### config.mk
export PLATFORM = sky130hd
export DESIGN_NAME = ghost_road_filter
export DESIGN_NICKNAME = d
export VERILOG_FILES = /design/src/rtl/road_pkg.sv /design/src/rtl/road_match.sv /design/src/rtl/road_store.sv /design/src/rtl/ghost_road_filter.sv
export SDC_FILE = /design/constraint.sdc
export NUM_CORES = 2
export LEC_CHECK = 0
export CAP_MARGIN = 10
export CORE_MARGIN = 5
export CORE_UTILIZATION = 60
export CTS_BUF_LIST = sky130_fd_sc_hd__clkbuf_8 sky130_fd_sc_hd__clkbuf_16
export CTS_CLUSTER_DIAMETER = 40
export CTS_CLUSTER_SIZE = 40
export DETAILED_ROUTE_END_ITERATION = 10
export DONT_BUFFER_PORTS = 1
export PLACE_DENSITY = 0.76
export SLEW_MARGIN = 20
export SYNTH_ARGS = -nofsm -noshare
export SYNTH_HDL_FRONTEND = slang
export SYNTH_SLANG_ARGS = --single-unit
### constraint.sdc
create_clock -name clk_i -period 32.7 [get_ports clk_i]
set_input_delay 3.27 -clock clk_i [delete_from_list [all_inputs] [get_ports clk_i]]
set_output_delay 3.27 -clock clk_i [all_outputs]
set_load 0.01 [all_outputs]
### src/rtl/road_pkg.sv
package road_pkg;
  localparam int unsigned DEF_LAYERS = 6;
  localparam int unsigned DEF_WORD_W = 12;
  localparam int unsigned DEF_ID_W   = 16;
  localparam int unsigned DEF_DEPTH  = 32;

  typedef enum logic [1:0] {
    ST_IDLE = 2'd0,
    ST_CMP  = 2'd1,
    ST_OUT  = 2'd2
  } flt_state_e;
endpackage

### src/rtl/road_match.sv
module road_match #(
  parameter int unsigned NUM_LAYERS = 6,
  parameter int unsigned WORD_W     = 12
) (
  input  logic [NUM_LAYERS*WORD_W-1:0] a_words_i,
  input  logic [NUM_LAYERS-1:0]        a_mask_i,
  input  logic [NUM_LAYERS*WORD_W-1:0] b_words_i,
  input  logic [NUM_LAYERS-1:0]        b_mask_i,
  output logic                         same_o
);
  logic [NUM_LAYERS-1:0] shared;
  logic [NUM_LAYERS-1:0] layer_ok;

  assign shared = a_mask_i & b_mask_i;

  for (genvar l = 0; l < NUM_LAYERS; l++) begin : g_layer
    assign layer_ok[l] = !shared[l] ||
                         (a_words_i[l*WORD_W +: WORD_W] == b_words_i[l*WORD_W +: WORD_W]);
  end

  // at least one common hit layer, and no conflict on any of them
  assign same_o = (|shared) && (&layer_ok);
endmodule

### src/rtl/road_store.sv
module road_store #(
  parameter int unsigned NUM_LAYERS = 6,
  parameter int unsigned WORD_W     = 12,
  parameter int unsigned DEPTH      = 32,
  localparam int unsigned RW        = NUM_LAYERS * WORD_W,
  localparam int unsigned CW        = $clog2(DEPTH + 1)
) (
  input  logic                  clk_i,
  input  logic                  rst_ni,
  input  logic                  clr_i,
  input  logic                  wr_i,
  input  logic [RW-1:0]         q_words_i,
  input  logic [NUM_LAYERS-1:0] q_mask_i,
  output logic                  hit_o,
  output logic                  full_o,
  output logic [CW-1:0]         count_o
);
  logic [RW-1:0]         words_q [DEPTH];
  logic [NUM_LAYERS-1:0] mask_q  [DEPTH];
  logic [CW-1:0]         cnt_q;
  logic [DEPTH-1:0]      hit_vec;

  assign full_o  = (cnt_q == CW'(DEPTH));
  assign count_o = cnt_q;

  always_ff @(posedge clk_i or negedge rst_ni) begin
    if (!rst_ni)                cnt_q <= '0;
    else if (clr_i)             cnt_q <= '0;
    else if (wr_i && !full_o)   cnt_q <= cnt_q + CW'(1);
  end

  // query and write share one port: the held road is stored after comparison
  for (genvar i = 0; i < DEPTH; i++) begin : g_entry
    logic same;

    always_ff @(posedge clk_i) begin
      if (wr_i && !full_o && (cnt_q == CW'(i))) begin
        words_q[i] <= q_words_i;
        mask_q[i]  <= q_mask_i;
      end
    end

    road_match #(
      .NUM_LAYERS(NUM_LAYERS),
      .WORD_W    (WORD_W)
    ) i_match (
      .a_words_i(words_q[i]),
      .a_mask_i (mask_q[i]),
      .b_words_i(q_words_i),
      .b_mask_i (q_mask_i),
      .same_o   (same)
    );

    assign hit_vec[i] = same && (CW'(i) < cnt_q);
  end

  assign hit_o = |hit_vec;
endmodule

### src/rtl/ghost_road_filter.sv
module ghost_road_filter
  import road_pkg::*;
#(
  parameter int unsigned NUM_LAYERS = DEF_LAYERS,
  parameter int unsigned WORD_W     = DEF_WORD_W,
  parameter int unsigned ID_W       = DEF_ID_W,
  parameter int unsigned DEPTH      = DEF_DEPTH
) (
  input  logic                         clk_i,
  input  logic                         rst_ni,
  input  logic                         in_valid_i,
  output logic                         in_ready_o,
  input  logic [ID_W-1:0]              in_id_i,
  input  logic [NUM_LAYERS*WORD_W-1:0] in_words_i,
  input  logic [NUM_LAYERS-1:0]        in_mask_i,
  input  logic                         in_eoe_i,
  output logic                         out_valid_o,
  input  logic                         out_ready_i,
  output logic [ID_W-1:0]              out_id_o,
  output logic [NUM_LAYERS*WORD_W-1:0] out_words_o,
  output logic [NUM_LAYERS-1:0]        out_mask_o,
  output logic                         out_eoe_o,
  output logic                         overflow_o
);
  localparam int unsigned RW = NUM_LAYERS * WORD_W;
  localparam int unsigned CW = $clog2(DEPTH + 1);

  flt_state_e            state_q;
  logic [ID_W-1:0]       id_q;
  logic [RW-1:0]         words_q;
  logic [NUM_LAYERS-1:0] mask_q;
  logic                  eoe_q;
  logic                  ovf_q;
  logic                  hit;
  logic                  full;
  logic [CW-1:0]         store_cnt;
  logic                  handoff;
  logic                  store_wr;
  logic                  store_clr;

  assign in_ready_o  = (state_q == ST_IDLE);
  assign out_valid_o = (state_q == ST_OUT);
  assign handoff     = out_valid_o && out_ready_i;
  assign store_wr    = (state_q == ST_CMP) && !eoe_q && !hit;
  assign store_clr   = handoff && eoe_q;

  road_store #(
    .NUM_LAYERS(NUM_LAYERS),
    .WORD_W    (WORD_W),
    .DEPTH     (DEPTH)
  ) i_store (
    .clk_i    (clk_i),
    .rst_ni   (rst_ni),
    .clr_i    (store_clr),
    .wr_i     (store_wr),
    .q_words_i(words_q),
    .q_mask_i (mask_q),
    .hit_o    (hit),
    .full_o   (full),
    .count_o  (store_cnt)
  );

  always_ff @(posedge clk_i or negedge rst_ni) begin
    if (!rst_ni) begin
      state_q <= ST_IDLE;
      id_q    <= '0;
      words_q <= '0;
      mask_q  <= '0;
      eoe_q   <= 1'b0;
      ovf_q   <= 1'b0;
    end else begin
      unique case (state_q)
        ST_IDLE: if (in_valid_i) begin
          id_q    <= in_id_i;
          words_q <= in_words_i;
          mask_q  <= in_mask_i;
          eoe_q   <= in_eoe_i;
          state_q <= ST_CMP;
        end
        ST_CMP: begin
          if (!eoe_q && hit) begin
            state_q <= ST_IDLE;
          end else begin
            state_q <= ST_OUT;
            if (!eoe_q && full) ovf_q <= 1'b1;
          end
        end
        ST_OUT: if (out_ready_i) begin
          state_q <= ST_IDLE;
          if (eoe_q) ovf_q <= 1'b0;
        end
        default: state_q <= ST_IDLE;
      endcase
    end
  end

  assign out_id_o    = id_q;
  assign out_words_o = words_q;
  assign out_mask_o  = mask_q;
  assign out_eoe_o   = eoe_q;
  assign overflow_o  = ovf_q;
endmodule

==> results <==
- Cell internal power was estimated by the tool at 7270 uW.
- The tree is rooted in a sky130_fd_sc_hd__clkbuf_16.
- The critical setup path kind is reg2reg.
- The total via count in the routed design is 57100.
- From bottom edge to top edge, the die measures 435 um.
- The overall routed net length is 277000 um.
- The setup-violating endpoint count in the final report is 0.
- The clock edge transition at the registers on the reported setup and hold paths is 0.06 ns.
- Dividing the detail-routed wire length by the instance count gives 29.6 um.
- The number of instances in the synthesized netlist is 6593.
- Net switching is 35.1% of the power.
- For this design the total switching power over the nets is 3930 uW.
- The clock insertion delay at the later pin of the skew report is 0.95 ns.
- The multi-input combinational cells in the finished layout cover a total of 28900 um^2.
- The cell count of the worst reg-to-reg path is 11.
- The peak ir drop on the vdd network is 106 uV.
- The fraction of synthesis flops using an asynchronous set or reset pin is 4.00%.
- The slew at the pin closest to its max-slew limit is 1.25 ns.
- 197 I/O pins were placed.
- Tracing the worst setup path back leads to its startpoint at out_words_o[66].
- The die is 435 um wide.
- The count of pins over their slew limit is 0.
- In the routed layout, each cell is associated on average with a via count of 6.11.
- The area taken by flip-flops and latches is 77800 um^2.
- The endpoint of the most critical register-to-register path is i_store.words_q[0][737].
- The share of synthesized area occupied by flip-flops and latches is 71.5%.
- Setup repair after global routing left no endpoint under its margin.
- The highest clock frequency the design can meet is 0.145 GHz.
- Measured against its own limit, the worst slew margin works out to 15.6%.
- Dividing total power by cell area gives a power density of 91.8 nW/um^2.
- The number of detailed-route iterations in the first pass is 9.
- Counting along the longest clock path gives a buffer depth of 4.
- The relative contribution of combinational cells to total power is 24.5%.
- The buffer count from post-CTS setup fixing is 0.
- In the synthesized netlist the dominant register cell turns out to be sky130_fd_sc_hd__edfxtp_1.
- The power share of the clock group is 32.5%.
- The endpoint kind of the worst setup timing path is a flop.
- The clock period could shrink to 6.91 ns.
- The number of global-route vias before repair is 55600.
- The standby leakage power is 0.0416 uW.
- Once the floorplan was initialized, standard cells occupied 60.2% of the core.
- The total number of clock tree sinks is 2600.
- The clock buffer count from CTS is 333.
- The endpoint arrival time on the critical path is 7.45 ns.
- The site row count is 156.
- The number of warnings issued by yosys is 0.
- The synthesis-to-layout area growth is 12.6%.
- The post-synth design cell area is 108000 um^2.
- At the end of routability-driven placement, the weighted congestion stood at 1.02.
- The critical path launch point type is a flop.
- The run finished with clean final reports.
- The source of the worst register-to-register timing path is out_words_o[66].
- The net count of the mapped netlist is 6695.
- Hold repair after CTS inserted 0 buffers.
- Global routing finished with a remaining overflow of 0.
- Detailed placement finished with a half-perimeter wire length of 168000 um.
- The post-route clock period utilization is 21.1%.
- The part of the total power dissipated in sequential elements is 43.0%.
- The average instance in the mapped netlist occupies 16.4 um^2.
- Following the worst setup path forward leads to its endpoint at i_store.words_q[0][737].
- Global routing used 28.9% of the available tracks across all layers.
- After routing the design area is 122000 um^2.
- The number of hold violations in the final report is 0.
- The ratio of cells with drive above 1 in the final layout is 13.0%.
- The floorplan step defined a core boundary enclosing 180000 um^2.
- STA puts the critical path data required time at 33.24 ns.
- The count of port buffers added during placement is 0.
- For this run, the post-layout net count is 6830.
- Fill cells in the final layout number 11600.
- After routing, the total negative slack on setup checks comes to 0 ns.
- The full die area is 189000 um^2.
- Of all nets on the critical path, the largest fanout is 56.
- The pin count of the biggest net entering global routing is 105.
- The tightest min-delay check is of the reg2reg type.
- The initial antenna violation count is 16.
- The detailed router finished its first iteration with 6815 violations.
- For this run, design rule violations remaining after detail routing come to 0.
- After synthesis the netlist holds a flip-flop and latch count of 2600.
- The count of nets left with antenna violations once routing finished came out at 0.
- Max-cap violations in this run came to 0.
- The level count of the clock H-tree is 5.
- The setup check on the worst reg-to-reg path leaves a slack of 25.79 ns.
- The CTS tree is done.
- Yosys mapped a number of flops with a built-in enable equal to 2496.
- The post-cts repair resize count is 0.
- The number of distinct library cell variants in the gate-level netlist after synthesis is 52.
- The clock arrives with 0.0703 ns of skew.
- In this run the cell area measured after placement is 111000 um^2.
- The first global-routing pass estimated 398000 um of wire.
## cells in the final DEF, fill, tap and decap left out, types with 26 or more instances in the layout
master / Yosys / routed
sky130_fd_sc_hd__dfrtp_1: 104 / 26
sky130_fd_sc_hd__clkinv_4: 0 / 27
sky130_fd_sc_hd__bufinv_16: 0 / 27
sky130_fd_sc_hd__inv_1: 5 / 28
sky130_fd_sc_hd__clkinvlp_4: 0 / 27
sky130_fd_sc_hd__xor2_1: 2268 / 2268
sky130_fd_sc_hd__nor4_1: 589 / 584
sky130_fd_sc_hd__inv_6: 0 / 45
sky130_fd_sc_hd__edfxtp_1: 2496 / 2496
sky130_fd_sc_hd__nand4_1: 45 / 45
sky130_fd_sc_hd__inv_8: 0 / 30
sky130_fd_sc_hd__clkbuf_16: 0 / 341
sky130_fd_sc_hd__clkinv_2: 0 / 30
sky130_fd_sc_hd__xnor2_1: 36 / 36
sky130_fd_sc_hd__a31oi_1: 163 / 161
sky130_fd_sc_hd__dfrtp_4: 0 / 74
sky130_fd_sc_hd__mux2_2: 95 / 95
sky130_fd_sc_hd__nand2_1: 185 / 185
sky130_fd_sc_hd__buf_4: 186 / 139
sky130_fd_sc_hd__nand3_1: 81 / 81
## cells in the mapped netlist (12+ instances only)
library cell,number,area [um^2]
sky130_fd_sc_hd__edfxtp_1,2496,75000
sky130_fd_sc_hd__xor2_1,2268,19900
sky130_fd_sc_hd__nor4_1,589,3680
sky130_fd_sc_hd__buf_4,186,1400
sky130_fd_sc_hd__nand2_1,185,694
sky130_fd_sc_hd__a31oi_1,163,1020
sky130_fd_sc_hd__buf_2,117,586
sky130_fd_sc_hd__dfrtp_1,104,2600
sky130_fd_sc_hd__mux2_2,95,1070
sky130_fd_sc_hd__nand3_1,81,405
sky130_fd_sc_hd__nand4_1,45,282
sky130_fd_sc_hd__xnor2_1,36,315
sky130_fd_sc_hd__clkbuf_1,29,109
sky130_fd_sc_hd__nor3_1,22,110
sky130_fd_sc_hd__nor2_1,21,78.8
sky130_fd_sc_hd__a22oi_1,19,143
sky130_fd_sc_hd__a311oi_1,12,105
## power by group through the flow
stage | Clock, uW | Combinational (uW) | Sequential [uW]
final | 3650 | 2740 | 4820
after global routing | 3840 | 2930 | 4850
after CTS | 3680 | 2730 | 4830
after detailed placement | 0 | 2700 | 4900
after global placement | 0 | 2620 | 4880
after floorplan | 0 | 2030 | 4580
## sequential cells by signal (all words and copies together), names as in the netlist
| register | cells |
|---|---|
| i_store.words_q | 2304 |
| i_store.mask_q | 192 |
| out_words_o | 72 |
| out_id_o | 16 |
| i_store.count_o | 6 |
| out_mask_o | 6 |
| state_q | 2 |
| out_eoe_o | 1 |
| overflow_o | 1 |
## metal layers
layer	track usage, %	up-vias	wire length (um)
li1	-	24700	-
met1	40.4	29100	109000
met2	42.8	2786	124000
met3	7.73	562	28600
met4	13.6	0	14800
met5	0	-	0
## kinds of logic after synthesis
kind of cell	after synthesis	share of synthesized area, %
buffers and inverters	346	1.99
adder cells (fa/ha/maj)	3	0.0346
flip-flops	2600	71.5
multiplexers	101	1.04
AND/OR/NAND/NOR	995	5.26
XOR/XNOR	2304	18.6
AO/OA/AOI/OAI	244	1.51
## critical path, cell delays in order, from the launching register on
cell                      delay [ns]
sky130_fd_sc_hd__dfrtp_4        0.79
sky130_fd_sc_hd__buf_4          0.50
sky130_fd_sc_hd__xor2_1         0.18
sky130_fd_sc_hd__nor4_1         0.08
sky130_fd_sc_hd__a31oi_1        0.95
sky130_fd_sc_hd__nor4_1         0.31
sky130_fd_sc_hd__nand2_1        0.16
sky130_fd_sc_hd__nand4_1        0.15
sky130_fd_sc_hd__nor4_4         0.58
sky130_fd_sc_hd__nand3_4        0.66
sky130_fd_sc_hd__nor3_4         1.09
sky130_fd_sc_hd__buf_4          0.86
## final cells by class
cell class | count | share of cell area (%)
well taps | 2370 | 2.43
diodes | 3 | 0.00615
clock inverters | 251 | 2.19
repair buffers | 140 | 0.867
flip-flops and latches | 2600 | 63.8
inverters | 6 | 0.0185
clock buffers | 341 | 6.99
multi-input cells | 3647 | 23.7
## worst min path at each step
| stage | from | endpoint | slack, ns | cells after the start |
|---|---|---|---|---|
| after CTS | out_id_o[7] | out_id_o[7] | 0.59 | 1 |
| after global placement | out_id_o[0] | out_id_o[0] | 0.57 | 1 |
| after floorplan | overflow_o | overflow_o | 0.52 | 2 |
| after global routing | out_id_o[7] | out_id_o[7] | 0.60 | 1 |
| final | out_id_o[7] | out_id_o[7] | 0.58 | 1 |
| after detailed placement | state_q[1] | state_q[1] | 0.57 | 2 |
## metrics by stage
step                std cells  utilization, %  hold WS, ns  setup WS, ns  power, uW
finish                   9358            67.7        0.578         25.79      11200
global route             9356            67.7        0.600         25.66      11600
CTS                      9354            67.7        0.586         25.94      11200
detailed placement       8762            61.5        0.571         25.95       7600
global placement         8762            61.5        0.573         26.00       7510
floorplan                6593               -        0.516         21.99       6610
Note: power is estimated with default switching activity, not from simulation.
